File: src/rtl/gpio_port_regs.sv
module gpio_port_regs #(
  parameter int NPINS  = 8,
  parameter int ADDR_W = 12,
  parameter int DATA_W = 32
) (
  input  logic              clk,
  input  logic              rst_n,
  input  logic              psel,
  input  logic              penable,
  input  logic              pwrite,
  input  logic [ADDR_W-1:0] paddr,
  input  logic [DATA_W-1:0] pwdata,
  output logic [DATA_W-1:0] prdata,
  input  logic [NPINS-1:0]  pad_in,
  output logic [NPINS-1:0]  pad_out,
  output logic [NPINS-1:0]  pad_oe,
  output logic [NPINS-1:0]  pad_pu,
  output logic [NPINS-1:0]  pad_pd,
  input  logic [NPINS-1:0]  alt_out,
  input  logic [NPINS-1:0]  alt_oe,
  output logic [NPINS-1:0]  in_sync
);

  localparam logic [ADDR_W-1:0] OFS_DIR   = ADDR_W'(12'h400);
  localparam logic [ADDR_W-1:0] OFS_ALT   = ADDR_W'(12'h420);
  localparam logic [ADDR_W-1:0] OFS_PU    = ADDR_W'(12'h510);
  localparam logic [ADDR_W-1:0] OFS_PD    = ADDR_W'(12'h514);
  localparam logic [ADDR_W-1:0] OFS_DEN   = ADDR_W'(12'h51C);
  localparam int                MASK_LO   = 2;
  localparam int                MASK_HI   = MASK_LO + NPINS - 1;

  logic [NPINS-1:0] data_q, dir_q, alt_q, pu_q, pd_q, den_q;
  logic [NPINS-1:0] sync1_q, sync2_q;
  logic [NPINS-1:0] amask, wval, pin_val;
  logic [ADDR_W-1:0] word_addr;
  logic wr_en, in_data, hit_dir, hit_alt, hit_pu, hit_pd, hit_den, mapped;

  assign word_addr = {paddr[ADDR_W-1:2], 2'b00};
  assign amask     = paddr[MASK_HI:MASK_LO];
  assign wval      = pwdata[NPINS-1:0];
  assign wr_en     = psel & penable & pwrite;
  assign in_data   = (paddr[ADDR_W-1:10] == '0);
  assign hit_dir   = (word_addr == OFS_DIR);
  assign hit_alt   = (word_addr == OFS_ALT);
  assign hit_pu    = (word_addr == OFS_PU);
  assign hit_pd    = (word_addr == OFS_PD);
  assign hit_den   = (word_addr == OFS_DEN);
  assign mapped    = in_data | hit_dir | hit_alt | hit_pu | hit_pd | hit_den;

  always_ff @(posedge clk or negedge rst_n) begin
    if (!rst_n) begin
      data_q <= '0;
      dir_q  <= '0;
      alt_q  <= '0;
      pu_q   <= '0;
      pd_q   <= '0;
      den_q  <= '0;
    end else if (wr_en) begin
      if (in_data) data_q <= (data_q & ~amask) | (wval & amask);
      if (hit_dir) dir_q  <= wval;
      if (hit_alt) alt_q  <= wval;
      if (hit_den) den_q  <= wval;
      if (hit_pu) begin
        pu_q <= wval;
        pd_q <= pd_q & ~wval;
      end
      if (hit_pd) begin
        pd_q <= wval;
        pu_q <= pu_q & ~wval;
      end
    end
  end

  always_ff @(posedge clk or negedge rst_n) begin
    if (!rst_n) begin
      sync1_q <= '0;
      sync2_q <= '0;
    end else begin
      sync1_q <= pad_in;
      sync2_q <= sync1_q;
    end
  end

  assign in_sync = sync2_q & den_q;
  assign pad_oe  = den_q & ((alt_q & alt_oe)  | (~alt_q & dir_q));
  assign pad_out = den_q & ((alt_q & alt_out) | (~alt_q & data_q));
  assign pad_pu  = pu_q;
  assign pad_pd  = pd_q;
  assign pin_val = den_q & ((dir_q & ~alt_q & data_q) | (~(dir_q & ~alt_q) & sync2_q));

  always_comb begin
    prdata = '0;
    if (in_data)      prdata[NPINS-1:0] = pin_val & amask;
    else if (hit_dir) prdata[NPINS-1:0] = dir_q;
    else if (hit_alt) prdata[NPINS-1:0] = alt_q;
    else if (hit_pu)  prdata[NPINS-1:0] = pu_q;
    else if (hit_pd)  prdata[NPINS-1:0] = pd_q;
    else if (hit_den) prdata[NPINS-1:0] = den_q;
  end

  assert_masked_write_R1: assert property (@(posedge clk) disable iff (!rst_n)
    (wr_en && in_data) |=> ((data_q & ~$past(amask)) == ($past(data_q) & ~$past(amask))));

  assert_den_gates_pads_R4: assert property (@(posedge clk) disable iff (!rst_n)
    ((~den_q & (pad_oe | pad_out | in_sync)) == '0));

  assert_pull_exclusive_R6: assert property (@(posedge clk) disable iff (!rst_n)
    ((pad_pu & pad_pd) == '0));

  assert_unmapped_write_ignored_R8: assert property (@(posedge clk) disable iff (!rst_n)
    (wr_en && !mapped) |=> ($stable(data_q) && $stable(dir_q) && $stable(alt_q)
                            && $stable(pu_q) && $stable(pd_q) && $stable(den_q)));

  assert_unmapped_read_zero_R8: assert property (@(posedge clk) disable iff (!rst_n)
    (psel && !mapped) |-> (prdata == '0));

  assert_sync_two_stage_R7: assert property (@(posedge clk) disable iff (!rst_n)
    $stable(den_q) |=> (in_sync == ($past(sync1_q) & den_q)));

endmodule

File: config.mk
export PLATFORM = sky130hd
export DESIGN_NAME = gpio_port_regs
export DESIGN_NICKNAME = d
export VERILOG_FILES = /design/src/rtl/gpio_port_regs.sv
export SDC_FILE = /design/constraint.sdc
export NUM_CORES = 1
export LEC_CHECK = 0
export ABC_AREA = 1
export ABC_CLOCK_PERIOD_IN_PS = 1600
export BUFFER_PORTS_ARGS = -buffer_cell sky130_fd_sc_hd__buf_2
export CELL_PAD_IN_SITES_DETAIL_PLACEMENT = 1
export CELL_PAD_IN_SITES_GLOBAL_PLACEMENT = 1
export CORE_AREA = 4 4 108 110
export CTS_CLUSTER_SIZE = 10
export DETAILED_ROUTE_END_ITERATION = 10
export DIE_AREA = 0 0 112 114
export PLACE_DENSITY = 0.86
export SETUP_SLACK_MARGIN = 0.5
export SLEW_MARGIN = 20
export SYNTH_ARGS = -nofsm -noshare
export SYNTH_HDL_FRONTEND = slang
export SYNTH_SLANG_ARGS = --single-unit
File: constraint.sdc
create_clock -name clk -period 1.6 [get_ports clk]
set_clock_uncertainty 0.05 [all_clocks]
set_input_delay 0.16 -clock clk [delete_from_list [all_inputs] [get_ports clk]]
set_output_delay 0.16 -clock clk [all_outputs]
set_load 0.005 [all_outputs]
* Word-level counts from Yosys, hierarchy flattened
Index checks and enable logic that the tools add are counted.
** Storage, ports and cells
- Bits in registers :: 64
- Input bits :: 73
- Output and inout port bits :: 72
- Word-level logic and storage cells :: 55
** Cells by class
- Eq/ne operators :: 5
- Muxes and demuxes :: 10
- Bitwise operators :: 25
- Reduce and logical (&&, ||, !) cells :: 7
** Operators by type and width (number)
- 8-bit bitwise AND :: 15
- 8-bit two-way mux :: 10
- 10-bit by 9-bit equality test with 1-bit output (second input constant) :: 5
- 8-bit NOT :: 4
- 8-bit bitwise OR :: 4
- 2-bit AND reduction :: 5
- 1-bit bitwise AND :: 2
- 2-bit logical NOT :: 1
- 2-bit nonzero test :: 1

* Depth between registers and ports, before layout
- Depth in word-level cells :: 8
- Depth in mapped cells :: 10
- Mapped depth without buffers :: 9

* Least setup slack after synthesis
OpenSTA, ideal clock, no wires.
- Path type :: input to register
- Start :: input paddr[2]
- End :: register alt_q[6]
- Setup time :: 0.120 ns
- Data arrival time :: 1.149 ns
- Slack :: 0.281 ns
- Cell stages on the path :: 8
- Path through :: buf_6 nor2_8 inv_2 nor3_2 nand4_2 buf_4 nand2_1 o21ai_2
** On the way
- Longest elaborated chain between the ends :: 2
** Ends and longest elaborated chain
- start, declared :: line 11 : input logic [ADDR_W-1:0] paddr,
- 10-bit by 9-bit equality test with 1-bit output :: line 44 : assign hit_alt = (word_addr == OFS_ALT);
- 2-bit AND reduction (no line)
- end signal, assigned :: line 61 : if (hit_alt) alt_q <= wval;
- end, declared :: line 32 : logic [NPINS-1:0] data_q, dir_q, alt_q, pu_q, pd_q, den_q;
Every way passes these cells.
A chain may end at the register's enable or synchronous reset.

* Worst setup path in the final report
- Start :: input paddr[11]
- End :: output prdata[2]
** On the way
- Longest elaborated chain between the ends :: 7
** Ends and longest elaborated chain
- 10-bit by 9-bit equality test with 1-bit output :: line 47 : assign hit_den = (word_addr == OFS_DEN);
- 8-bit two-way mux :: line 98 : else if (hit_den) prdata[NPINS-1:0] = den_q;
- 8-bit two-way mux :: line 97 : else if (hit_pd) prdata[NPINS-1:0] = pd_q;
- 8-bit two-way mux :: line 96 : else if (hit_pu) prdata[NPINS-1:0] = pu_q;
- 8-bit two-way mux :: line 95 : else if (hit_alt) prdata[NPINS-1:0] = alt_q;
- 8-bit two-way mux :: line 94 : else if (hit_dir) prdata[NPINS-1:0] = dir_q;
- 8-bit two-way mux * :: line 93 : if (in_data) prdata[NPINS-1:0] = pin_val & amask;
- end, declared :: line 13 : output logic [DATA_W-1:0] prdata,
Every way passes the cells marked *; elsewhere a longest branch is shown, timed or not.

==> results.yml <==
run_status:
  status: "finished with violations"
  violations: "negative hold slack, negative setup slack"
finish:
  nets: 729
  final_cells: 800
  area_growth_pct: 62.40
  drive_above_1_share_pct: 54.09
  n_antenna_cell: 0
yosys:
  synth-seq-cells: 64
  avgSynthCellArea_um2: 7.845
  ys_top_cells_by_count: "nand2_1 (128), dfrtp_1 (64), inv_1 (45)"
  yosysMostFrequentCell: "nand2_1"
  async_reset_ff_share_pct: 100.0
  yosys_warnings: 0
  ys.flop_type: "dfrtp_1"
  synth-seq-area-share_pct: 43.43
  synthTopCellsByArea: "dfrtp_1 (43%), nand2_1 (13%), buf_4 (5.3%), inv_1 (4.6%), nand4_1 (4.1%)"
  syn-cell-area_um2: 3687
  synth.distinct_cells: 29
  synth_top_cell_area_share_pct: 43.43
  yosysTopAreaCell: "dfrtp_1"
  syn_inst: 470
  synth_edf_count: 0
clock_network:
  cts.path.max_buffers: 2
  h-tree-depth: 3
  clock_latency_ps: 380
  cts_sinks: 64
  clkTransAtPathRegs_ps: 70
  cts-root-buf: "clkbuf_8"
  cts_tree: "built"
  cts_made_buffers: 9
place:
  gp_congestion: 0.8355
  placed_cells: 717
  hpwl_um: 9425
  io_buffer_count: 94
timing:
  whs_ps: -7.228
  hold_viol: 1
  setup_slack_ps: -152.2
  rsz0062_at_grt: "yes"
  timing.final.crit_share_pct: 109.5
  setup_viol: 10
  maxSlewViolCount: 0
  max_freq_mhz: 570.7
  layout_min_cycle_time_ps: 1752
worst_setup_path:
  cpPeakStageDelay_ps: 200
  worstPathCellList: "buf_2 -> buf_4 -> nor2_4 -> nand2_4 -> nor2_4 -> nand2_2 -> nand2_1 -> nand2_1 -> nand4_1 -> buf_2"
  cp_max_fo: 7
  cp-end-kind: "output pin"
  worstPathRequired_ps: 1390
  reg2reg_to: "pad_pd[3]"
  rrSetupSlack_ps: 440
  crit_family: "simple AND/OR/NAND/NOR gates"
  reg2reg_depth: 6
  setup.worst_path.class: "input pin to output pin"
  reg2reg_from: "pad_pd[3]"
  worst-path-buf-inv: 3
  cp-start-kind: "input pin"
  slowest_stage: "nand2_2"
  worstPathArrival_ps: 1540
route:
  dr.pass1.iters: 7
  via_count: 4586
  ant_nets: 0
  wl_per_cell_um: 23.69
  drt-total-wl_um: 18950
  drc: 0
  vias_per_cell: 5.733
  first_iter_violations: 353
hold_path:
  min_path_type: "input pin to flip-flop"
  holdPathEnd: "pad_pu[0]"
  min_from: "pwdata[0]"
  hold_depth: 3
grt:
  first_global_vias: 4577
  grt.overflow.total: 0
  grt_max_degree: 65
  antenna_found_initial: 0
  grt_first_pass_wirelength_um: 24320
  grt_use_total_pct: 24.26
power:
  ir_drop_mv: 0.3342
  power_mw: 3.633
  power_density_nw_per_um2: 606.8
  p_leak_nw: 3.018
floorplanning:
  die_area_um2: 12770
  core_area_um2: 10700
  rows: 38
  die_x_um: 112
  initial_core_util_pct: 34.47
  die-height_um: 114
  ios: 145
flow_run:
  drv_cap: 0
stage by stage:
step / cell area (um^2) / TNS (ps) / util (%) / hold slack (ps) / setup WS [ps]
after floorplan: 3911 / 0 / - / -185.6 / 316.6
after global placement: 4468 / -6.900 / 41.77 / 154.2 / -6.900
after detailed placement: 4468 / -257.8 / 41.77 / 152.1 / -40.52
after CTS: 5328 / -16.81 / 49.80 / 2.929 / -5.557
after global routing: 5988 / -1597 / 55.98 / -1.009 / -206.5
final: 5988 / -960.1 / 55.98 / -7.228 / -152.2
layer usage:
layer / vias to the layer above / GRT usage [%] / routed length (um)
met4: 0 / 12.18 / 1056
met1: 2249 / 28.63 / 6982
met3: 116 / 4.562 / 1658
met2: 328 / 42.37 / 9256
met5: - / 0 / 0
li1: 1893 / - / -
cells in the final DEF, fill, tap and decap left out, drive strengths merged, types with 17 or more instances in the layout:
cell type  Yosys  final
buf           37    172
nand2        132    132
dfrtp         64     64
o21ai         60     60
inv           52     52
nand3         30     31
nor2          29     29
nand4         27     28
conb           1     24
a21oi         17     17
cell families (layout without fill, tap and decap cells):
family                 count (synthesis)  after routing  synth area share, %
AO/OA/AOI/OAI                         93             93                14.25
buffers and inverters                 89            254                13.00
flip-flops                            64             64                43.43
other                                  1             24               0.1017
AND/OR/NAND/NOR                      223            225                29.22
power breakdown:
part	switching, mW	internal, mW
Clock	0.702	0.627
Combinational	0.365	0.188
Sequential	0.0609	1.69
Total	1.13	2.51
worst max path at each step:
stage	cells after the start	startpoint	slack, ps	end
6_report	10	paddr[11]	-150	prdata[2]
5_1_grt	10	paddr[11]	-210	prdata[7]
4_1_cts	6	alt_q[7]	-6	prdata[7]
3_5_place_dp	9	paddr[10]	-40	prdata[2]
3_3_place_gp	9	paddr[10]	-7	prdata[0]
2_1_floorplan	8	paddr[2]	320	dir_q[5]
layout make-up:
cell class	instances	area, um^2
fillers	1279	4710
clock buffers	11	151.4
multi-input cells	342	2271
repair buffers	187	1548
flip-flops and latches	64	1608
well taps	140	175.2
clock inverters	4	20.02
inverters	52	215.2
worst register-to-register path, stage by stage, from the launching register on:
cell and delay, ps:
dfrtp_1 410, buf_6 130, buf_6 120, nand3_2 80, o21ai_1 130, nand2_4 90, nand2_2 40
repair_timing:
action                                  in CTS  in global routing
cloned                                       3                  1
endpoints found under the setup margin      72                 88
pin swaps                                   29                 21
hold endpoints to repair                    75                  0
gates resized for setup                    117                138
setup buffers                               33                 19
hold buffers                                12                  0
Note: power is estimated with default switching activity, not from simulation.
